--- src/rtl/prog_counter_pkg.sv ---
package prog_counter_pkg;

  // Winning operation for one cycle, after priority resolution.
  typedef enum logic [2:0] {
    OP_HOLD = 3'd0,
    OP_INCR = 3'd1,
    OP_JUMP = 3'd2,
    OP_RET  = 3'd3,
    OP_CALL = 3'd4,
    OP_INT  = 3'd5
  } pc_op_e;

endpackage

--- src/rtl/pc_reset_sync.sv ---
module pc_reset_sync (
  input  logic clk,
  input  logic rst_n,
  output logic rst_sync_n
);

  logic stage1_q;
  logic stage2_q;

  always_ff @(posedge clk or negedge rst_n) begin
    if (!rst_n) begin
      stage1_q <= 1'b0;
      stage2_q <= 1'b0;
    end else begin
      stage1_q <= 1'b1;
      stage2_q <= stage1_q;
    end
  end

  assign rst_sync_n = stage2_q;

endmodule

--- src/rtl/pc_op_arbiter.sv ---
module pc_op_arbiter
  import prog_counter_pkg::*;
(
  input  logic   stall,
  input  logic   int_ack,
  input  logic   call_en,
  input  logic   ret_en,
  input  logic   jump_en,
  input  logic   incr_en,
  output pc_op_e op
);

  always_comb begin
    op = OP_HOLD;
    if (!stall) begin
      if (int_ack)      op = OP_INT;
      else if (call_en) op = OP_CALL;
      else if (ret_en)  op = OP_RET;
      else if (jump_en) op = OP_JUMP;
      else if (incr_en) op = OP_INCR;
    end
  end

endmodule

--- src/rtl/pc_ret_stack.sv ---
module pc_ret_stack #(
  parameter int ADDR_W = 13,
  parameter int DEPTH  = 8
) (
  input  logic              clk,
  input  logic              rst_n,
  input  logic              hold,
  input  logic              push,
  input  logic              pop,
  input  logic [ADDR_W-1:0] push_data,
  output logic [ADDR_W-1:0] top_data,
  output logic              empty,
  output logic              full,
  output logic              ovf_evt,
  output logic              unf_evt
);

  localparam int PTR_W = (DEPTH > 1) ? $clog2(DEPTH) : 1;
  localparam int CNT_W = $clog2(DEPTH + 1);
  localparam logic [PTR_W-1:0] LAST_IDX = PTR_W'(DEPTH - 1);
  localparam logic [CNT_W-1:0] CNT_MAX  = CNT_W'(DEPTH);

  logic [ADDR_W-1:0] entry_q [DEPTH];
  logic [PTR_W-1:0]  sp_q, sp_d;
  logic [CNT_W-1:0]  cnt_q, cnt_d;
  logic              ovf_q, ovf_d;
  logic              unf_q, unf_d;
  logic [PTR_W-1:0]  sp_inc, sp_dec;

  assign sp_inc = (sp_q == LAST_IDX) ? '0 : sp_q + 1'b1;
  assign sp_dec = (sp_q == '0) ? LAST_IDX : sp_q - 1'b1;

  assign empty    = (cnt_q == '0);
  assign full     = (cnt_q == CNT_MAX);
  assign top_data = entry_q[sp_dec];
  assign ovf_evt  = ovf_q;
  assign unf_evt  = unf_q;

  // Next-state for pointer, occupancy and event flags.
  always_comb begin
    sp_d  = sp_q;
    cnt_d = cnt_q;
    ovf_d = ovf_q;
    unf_d = unf_q;
    if (!hold) begin
      ovf_d = push && full;
      unf_d = pop && empty;
      if (push) begin
        sp_d = sp_inc;
        if (!full) cnt_d = cnt_q + 1'b1;
      end else if (pop) begin
        sp_d = sp_dec;
        if (!empty) cnt_d = cnt_q - 1'b1;
      end
    end
  end

  always_ff @(posedge clk or negedge rst_n) begin
    if (!rst_n) begin
      sp_q  <= '0;
      cnt_q <= '0;
      ovf_q <= 1'b0;
      unf_q <= 1'b0;
    end else begin
      sp_q  <= sp_d;
      cnt_q <= cnt_d;
      ovf_q <= ovf_d;
      unf_q <= unf_d;
    end
  end

  // One register per ring slot, written when the pointer selects it.
  for (genvar gi = 0; gi < DEPTH; gi++) begin : g_slot
    logic slot_we;
    assign slot_we = !hold && push && (sp_q == PTR_W'(gi));
    always_ff @(posedge clk or negedge rst_n) begin
      if (!rst_n)       entry_q[gi] <= '0;
      else if (slot_we) entry_q[gi] <= push_data;
    end
  end

endmodule

--- src/rtl/prog_counter_top.sv ---
module prog_counter_top
  import prog_counter_pkg::*;
#(
  parameter int              PC_W      = 13,
  parameter int              IMPL_W    = 11,
  parameter int              STK_DEPTH = 8,
  parameter logic [PC_W-1:0] RESET_VEC = 13'h0000,
  parameter logic [PC_W-1:0] INT_VEC   = 13'h0004
) (
  input  logic              clk,
  input  logic              rst_n,
  input  logic              stall,
  input  logic              incr_en,
  input  logic              jump_en,
  input  logic [PC_W-1:0]   jump_tgt,
  input  logic              call_en,
  input  logic [PC_W-1:0]   call_tgt,
  input  logic              ret_en,
  input  logic              int_ack,
  output logic [IMPL_W-1:0] fetch_addr,
  output logic              stk_empty,
  output logic              stk_full,
  output logic              stk_ovf,
  output logic              stk_unf
);

  logic            rst_sync_n;
  pc_op_e          op;
  logic [PC_W-1:0] pc_q, pc_d, pc_inc, stk_top;
  logic            do_push, do_pop;

  pc_reset_sync u_rst_sync (
    .clk        (clk),
    .rst_n      (rst_n),
    .rst_sync_n (rst_sync_n)
  );

  pc_op_arbiter u_arb (
    .stall   (stall),
    .int_ack (int_ack),
    .call_en (call_en),
    .ret_en  (ret_en),
    .jump_en (jump_en),
    .incr_en (incr_en),
    .op      (op)
  );

  assign pc_inc  = pc_q + 1'b1;
  assign do_push = (op == OP_INT) || (op == OP_CALL);
  assign do_pop  = (op == OP_RET);

  pc_ret_stack #(
    .ADDR_W (PC_W),
    .DEPTH  (STK_DEPTH)
  ) u_stack (
    .clk       (clk),
    .rst_n     (rst_sync_n),
    .hold      (stall),
    .push      (do_push),
    .pop       (do_pop),
    .push_data (pc_inc),
    .top_data  (stk_top),
    .empty     (stk_empty),
    .full      (stk_full),
    .ovf_evt   (stk_ovf),
    .unf_evt   (stk_unf)
  );

  always_comb begin
    unique case (op)
      OP_INT:  pc_d = INT_VEC;
      OP_CALL: pc_d = call_tgt;
      OP_RET:  pc_d = stk_top;
      OP_JUMP: pc_d = jump_tgt;
      OP_INCR: pc_d = pc_inc;
      default: pc_d = pc_q;
    endcase
  end

  always_ff @(posedge clk or negedge rst_sync_n) begin
    if (!rst_sync_n) pc_q <= RESET_VEC;
    else             pc_q <= pc_d;
  end

  assign fetch_addr = pc_q[IMPL_W-1:0];

endmodule

--- config.mk ---
export PLATFORM = sky130hd
export DESIGN_NAME = prog_counter_top
export DESIGN_NICKNAME = d
export VERILOG_FILES = /design/src/rtl/prog_counter_pkg.sv /design/src/rtl/pc_reset_sync.sv /design/src/rtl/pc_op_arbiter.sv /design/src/rtl/pc_ret_stack.sv /design/src/rtl/prog_counter_top.sv
export SDC_FILE = /design/constraint.sdc
export NUM_CORES = 1
export LEC_CHECK = 0
export BUFFER_PORTS_ARGS = -buffer_cell sky130_fd_sc_hd__buf_2
export CORE_UTILIZATION = 59
export CTS_BUF_LIST = sky130_fd_sc_hd__clkbuf_16
export DETAILED_ROUTE_END_ITERATION = 6
export PLACE_DENSITY = 0.89
export SLEW_MARGIN = 20
export SYNTH_ARGS = -nofsm -noshare
export SYNTH_HDL_FRONTEND = slang
export SYNTH_SLANG_ARGS = --single-unit
--- constraint.sdc ---
create_clock -name clk -period 4.4 [get_ports clk]
set_input_delay 0.22 -clock clk [delete_from_list [all_inputs] [get_ports clk]]
set_output_delay 0.22 -clock clk [all_outputs]
set_load 0.05 [all_outputs]
# Word level (Yosys, flattened, before mapping)

Cells that the tools add are included.

Eq/ne operators: 15
Reductions and logical operators: 19
Bitwise gates (word level): 2
Mux-type cells: 18
Magnitude comparators: 1
Add/subtract/negate cells: 5

Operator list:

| kind                                                 | count |
|---|---|
| one-hot mux 13 bit (5 select lines)                  | 1 |
| binary-select mux 13 bit (select 3 bit)              | 1 |
| two-way mux 3 bit                                    | 9 |
| two-way mux 13 bit                                   | 2 |
| equality test 3 bit (second input constant)          | 6 |
| two-way mux 4 bit                                    | 4 |
| adder 13 x 1 -> 13 bit (second input constant)       | 1 |
| equality test 3 x 2 -> 1 bit (second input constant) | 4 |
| logical AND 1 bit                                    | 11 |
| equality test 3 x 1 -> 1 bit (second input constant) | 2 |
| nonzero test 5 bit                                   | 1 |
| adder 4 x 1 -> 4 bit (second input constant)         | 1 |
| equality test 4 bit (second input constant)          | 1 |
| >= comparator 4 bit (second input constant)          | 1 |
| logical NOT 4 bit                                    | 1 |
| inverter 3 -> 4 bit                                  | 1 |
| AND reduction 4 bit                                  | 1 |
| subtractor 4 x 1 -> 4 bit (second input constant)    | 1 |
| adder 3 x 1 -> 3 bit (second input constant)         | 1 |
| logical NOT 3 bit                                    | 1 |
| subtractor 3 x 1 -> 3 bit (second input constant)    | 1 |
| != test 2 x 1 -> 1 bit (second input constant)       | 1 |
| != test 2 bit (second input constant)                | 1 |
| AND reduction 2 bit                                  | 1 |
| other kinds (5)                                      | 5 |

Logic and storage cells: 75
Input port bits: 34
Register bits after elaboration: 128

# Logic depth before layout (Yosys ltp)

Word-level depth: 10
Mapped depth: 8

# Hierarchy

From an unflattened synthesis, not the netlist that was laid out.

Cell total of the unflattened synthesis: 637
Area, all modules: 7053.0 µm²

Modules (own cells, without submodules):

| module           | area each (µm²) | cells each | seq. area each (µm²) | times used |
|---|---|---|---|---|
| pc_ret_stack     | 5600.4          | 470        | 2827.7               | 1 |
| prog_counter_top | 1352.5          | 156        | 325.3                | 1 |
| pc_reset_sync    | 53.8            | 3          | 50.0                 | 1 |
| pc_op_arbiter    | 46.3            | 8          | 0.0                  | 1 |

# Worst setup path after synthesis

No wires, ideal clock.

Kind: flip-flop to flip-flop
Start: register u_stack.cnt_q[1]
End: register u_stack.cnt_q[1]
Path buffers: 1
Data arrival time: 2.990 ns
Path slack: 1.285 ns
Period minus slack after synthesis: 3.115 ns
Cell stages (with the launch flop): 5
Cells stage by stage: dfrtp_1 -> clkbuf_1 -> nor4b_1 -> o22ai_1 -> mux2_2

Elaborated cells between the ends (all ways): 11
Those cells by class: 2 x add/sub; 3 x eq/ne; 4 x mux; 2 x reduce/logical

RTL lines:

| item                          | RTL line               | RTL |
|---|---|---|
| start: declaration            | pc_ret_stack.sv:25     | `logic [CNT_W-1:0] cnt_q, cnt_d;` |
| start signal: assignment      | pc_ret_stack.sv:66     | `cnt_q <= cnt_d;` |
| equality test 4 bit           | pc_ret_stack.sv:34     | `assign full = (cnt_q == CNT_MAX);` |
| named net stk_full            | prog_counter_top.sv:22 | `output logic stk_full,` |
| != test 2 bit (no line)       | -                      |  |
| AND reduction 4 bit (no line) | -                      |  |

The timed path passes the listed nets, and every way through them passes these cells. The select of a mux whose other input is x is not followed.
A chain may end at the register's enable or synchronous reset.

# Worst setup path after layout

Start: register u_stack.sp_q[0]
End: register pc_q[9]

Word-level cells in the longest chain between the ends: 7
Elaborated cells between the ends (all ways): 8
Those cells by class: 1 x add/sub; 5 x mux; 1 x bitwise; 1 x reduce/logical

RTL lines:

| item                                                                  | RTL line               | RTL |
|---|---|---|
| start: declaration                                                    | pc_ret_stack.sv:24     | `logic [PTR_W-1:0] sp_q, sp_d;` |
| start signal: assignment                                              | pc_ret_stack.sv:65     | `sp_q <= sp_d;` |
| subtractor 3 x 1 -> 3 bit / logical NOT 3 bit (equally long branches) | pc_ret_stack.sv:31     | `assign sp_dec = (sp_q == '0) ? LAST_IDX : sp_q - 1'b1;` |
| two-way mux 3 bit (*)                                                 | pc_ret_stack.sv:31     |  |
| inverter 3 -> 4 bit (not written as such) (*)                         | pc_ret_stack.sv:35     | `assign top_data = entry_q[sp_dec];` |
| binary-select mux 13 bit (select 3 bit) (*)                           | pc_ret_stack.sv:35     |  |
| two-way mux 13 bit (not written as such) (*) (2 in a row)             | pc_ret_stack.sv:35     |  |
| one-hot mux 13 bit (5 select lines) (*)                               | prog_counter_top.sv:70 | `unique case (op)` |
| end signal: assignment                                                | prog_counter_top.sv:82 | `else pc_q <= pc_d;` |
| end: declaration                                                      | prog_counter_top.sv:29 | `logic [PC_W-1:0] pc_q, pc_d, pc_inc, stk_top;` |

Every way passes the cells marked *; elsewhere a longest branch is shown, timed or not. The select of a mux whose other input is x is not followed.

==> metrics.md <==
| Metric | Value |
|---|---|
| Status | finished, final reports clean |
| Initial antenna violation count | 0 |
| Syn_nets | about 500 |
| Met1 global-route usage | 0.405 |
| H-tree depth | 3 |
| # fillers | 573 |
| Final wirelength | 12.4 mm |
| Synth top area share | 0.537 |
| Syn Std Cell Area | 5120 um2 |
| CTS Root Cell | clkbuf_16 |
| DP Worst Slack | around 1.6 ns |
| Critical path required time | approximately 4.7 ns |
| Placed wire-length estimate | between 7 and 8 mm |
| Initial Utilization | 0.617 |
| Worst-path maximum fanout | 11 |
| Setup_tns | 0 ns |
| Core area | ~8300 um2 |
| Final worst slack | 1.62 ns |
| Fmax | approximately 0.36 GHz |
| Synthesized flop and latch total | 110 |
| Die Footprint | about 9100 um2 |
| Top post-synthesis cells by area | dfrtp_1 54%, mux4_2 7.5%, o21ai_0 4.6% |
| Final Hold Vio Count | 0 |
| Number of global-route vias before repair | roughly 3900 |
| Hold Path Stages | 3 |
| Total CTS buffers | 9 |
| Critical path class | reg -> reg |
| Routed vias | about 3900 |
| Critical Path End Type | register |
| EDFF count, synth | 0 |
| Clk slew on worst S/H paths | about 0.070 ns |
| Overall power | around 4.1 mW |
| Slew @ Worst Pin | around 1.1 ns |
| R2r worst-path depth | 7 |
| Clock Sinks | 110 |
| Minimum clock period after layout | between 2 and 3 ns |
| Multi-input logic area | 2230 um2 |
| Largest net degree at the start of global routing | 63 |
| Area leader, netlist | dfrtp_1 |
| Worst vdd ir | roughly 0.43 mV |
| Num rows | 33 |
| Synthesized instance count | about 470 |
| Pwr/cell area | just over 700 nW/um2 |
| Max Root-Sink Buffers | 2 |
| Reg area | around 2800 um2 |
| Initial DRT Pass Iterations | 5 |
| Clock skew | about 0.008 ns |
| Placed Area | 5370 um2 |
| Tcrit/Tclk final | 0.632 |
| DRC viols | 0 |
| Clock Latency Late Sink | roughly 0.35 ns |
| Antenna diodes | 0 |
| Share of cells above drive strength 1 | 0.176 |
| GR Util met3 | 0.0837 |
| Top Usage Layer GRT | met2 |
| Synth warn | 0 |
| Die X | 95.2 um |
| Ys flop type | dfrtp_1 |
| Post-CTS Setup Inserts | 0 |
| Via/cell ratio | around 6.5 |
| Async SR Flop Fraction | 1.00 |
| # Max-Cap Violations | 0 |
| DRT antenna net count | 0 |
| Yosys cell types | 50 |
| Final #Nets | between 500 and 600 |
| Design area | 5680 um2 |
| HP Class | in -> reg |
| Placer congestion estimate | 0.810 |
| I/O pin cnt | slightly below 50 |
| Gr ovfl total | 0 |
| Avg Cell Area, Syn | 11.0 um2 |
| RSZ-0062 raised after global routing | no |
| First-pass GRT wire length | ~20 mm |
| Grt met2 use | 0.486 |
| Slew headroom | 0.248 |
| Die H | around 95 um |
| Worst Path Arrival | just over 3 ns |
| # port buffers | 44 |
| Drt wl/cell | 20.4 um |
| Pins Over Slew Limit | 0 |
| Area growth from synthesis to layout | 10.9% |
| GRT Total Usage | 0.303 |
| Worst setup SP type | register |
| Sequential share of the synthesized area | 0.537 |
| Leak pwr | around 2.5 nW |
| Initial DRC count | roughly 400 |
| CTS tree | done |
| CTS resizes | 0 |
| Final setup violation count | 0 |
| CTS Hold Bufs | 1 |
==> critical path: stages (launching register included) <==
cell and delay [ns]:
dfrtp_1 0.41, inv_1 0.22, ha_2 0.30, nor3_1 0.09, a21oi_1 0.38, nor2b_1 0.90, a222oi_1 0.23, o211ai_1 0.17
==> final timing paths <==
check,start,endpoint,slack (ns)
max in group asynchronous,u_rst_sync.rst_sync_n$_DFF_PN0_,u_stack.entry_q[62]$_DFFE_PN0P_,2.88
hold / removal,jump_tgt[7],pc_q[7]$_DFFE_PN0P_,0.15
setup reg to reg,u_stack.sp_q[0]$_DFFE_PN0P_,pc_q[9]$_DFFE_PN0P_,1.62
setup / recovery,u_stack.sp_q[0]$_DFFE_PN0P_,pc_q[9]$_DFFE_PN0P_,1.62
hold reg to reg,u_rst_sync.stage1_q$_DFF_PN0_,u_rst_sync.rst_sync_n$_DFF_PN0_,0.37
min in group asynchronous,rst_n,u_rst_sync.stage1_q$_DFF_PN0_,0.17
==> Yosys cell counts (2+ instances only) <==
cell type  number
o21a_1          2
nand4_1         2
clkbuf_1       15
buf_2           9
nand3_1        13
nand2_1        60
mux2_2          4
o211ai_1        4
a211oi_1        2
or4_1           2
a222oi_1        8
mux4_2         17
buf_6           2
nor2b_1         2
nor2_1         47
ha_1            9
xor2_1          7
a21oi_1        43
nor3_1          2
and4_1          2
xnor2_1         4
mux4_1          5
dfrtp_1       110
mux2i_1         4
and2_1          5
and3_1          3
a22oi_1         5
o21ai_0        47
inv_1           5
a221o_1         5
==> stage by stage <==
step           cells  hold slack, ns   util
2_1_floorplan    465         -0.0756      -
3_3_place_gp     589         0.00416  0.648
3_5_place_dp     589         0.00800  0.648
4_1_cts          606           0.137  0.684
5_1_grt          606           0.152  0.685
6_report         606           0.149  0.685
==> area by class of cell <==
| class | instances | share of cell area |
|---|---|---|
| clock buffer | 9 | 0.0396 |
| clock inverter | 7 | 0.0121 |
| timing repair buffer | 47 | 0.0432 |
| tap | 105 | 0.0231 |
| sequential | 110 | 0.485 |
| inverter | 6 | 0.00396 |
| multi-input combinational | 322 | 0.393 |
==> power by group <==
group	switching (mW)	total [mW]	internal (mW)
Clock	0.366	0.807	0.441
Combinational	0.849	1.55	0.704
Sequential	0.304	1.74	1.44
Total	1.52	4.10	2.58
==> cell usage in the layout (no fill, tap or decap), types with 3 or more instances in the layout <==
master	synthesis	routed
dfrtp_1	110	109
nand2_1	60	60
o21ai_0	47	47
nor2_1	47	46
buf_2	9	44
a21oi_1	43	43
mux4_2	17	17
nand3_1	13	13
clkbuf_16	0	9
inv_1	5	8
a222oi_1	8	8
ha_1	9	8
xor2_1	7	7
and2_1	5	5
mux4_1	5	5
a22oi_1	5	5
a221o_1	5	5
xnor2_1	4	4
mux2i_1	4	4
o211ai_1	4	4
mux2_2	4	4
and3_1	3	3
==> routing by layer <==
layer,up-vias,wire [um]
met3,14,1180
met4,0,144
met5,-,0
li1,1748,-
met1,1946,4930
met2,208,6140
==> flip-flops by register name (all words and copies together) (netlist names) <==
signal	flops
u_stack.entry_q	88
pc_q	11
u_stack.cnt_q	4
u_stack.sp_q	3
u_rst_sync.rst_sync_n	1
u_rst_sync.stage1_q	1
u_stack.ovf_evt	1
u_stack.unf_evt	1
==> logic make-up (layout without fill, tap and decap cells) <==
group	Yosys count	count (layout)	synth area share
AOI/OAI and AO/OA	126	126	0.148
xor gates and xnor gates	12	12	0.0220
adders and majority gates	9	9	0.0220
buffers and inverters	33	69	0.0293
DFF	110	110	0.537
muxes	30	30	0.117
other	1	1	0.000732
and+or+nand+nor	144	144	0.124
Power figures use the tool's default switching activity.
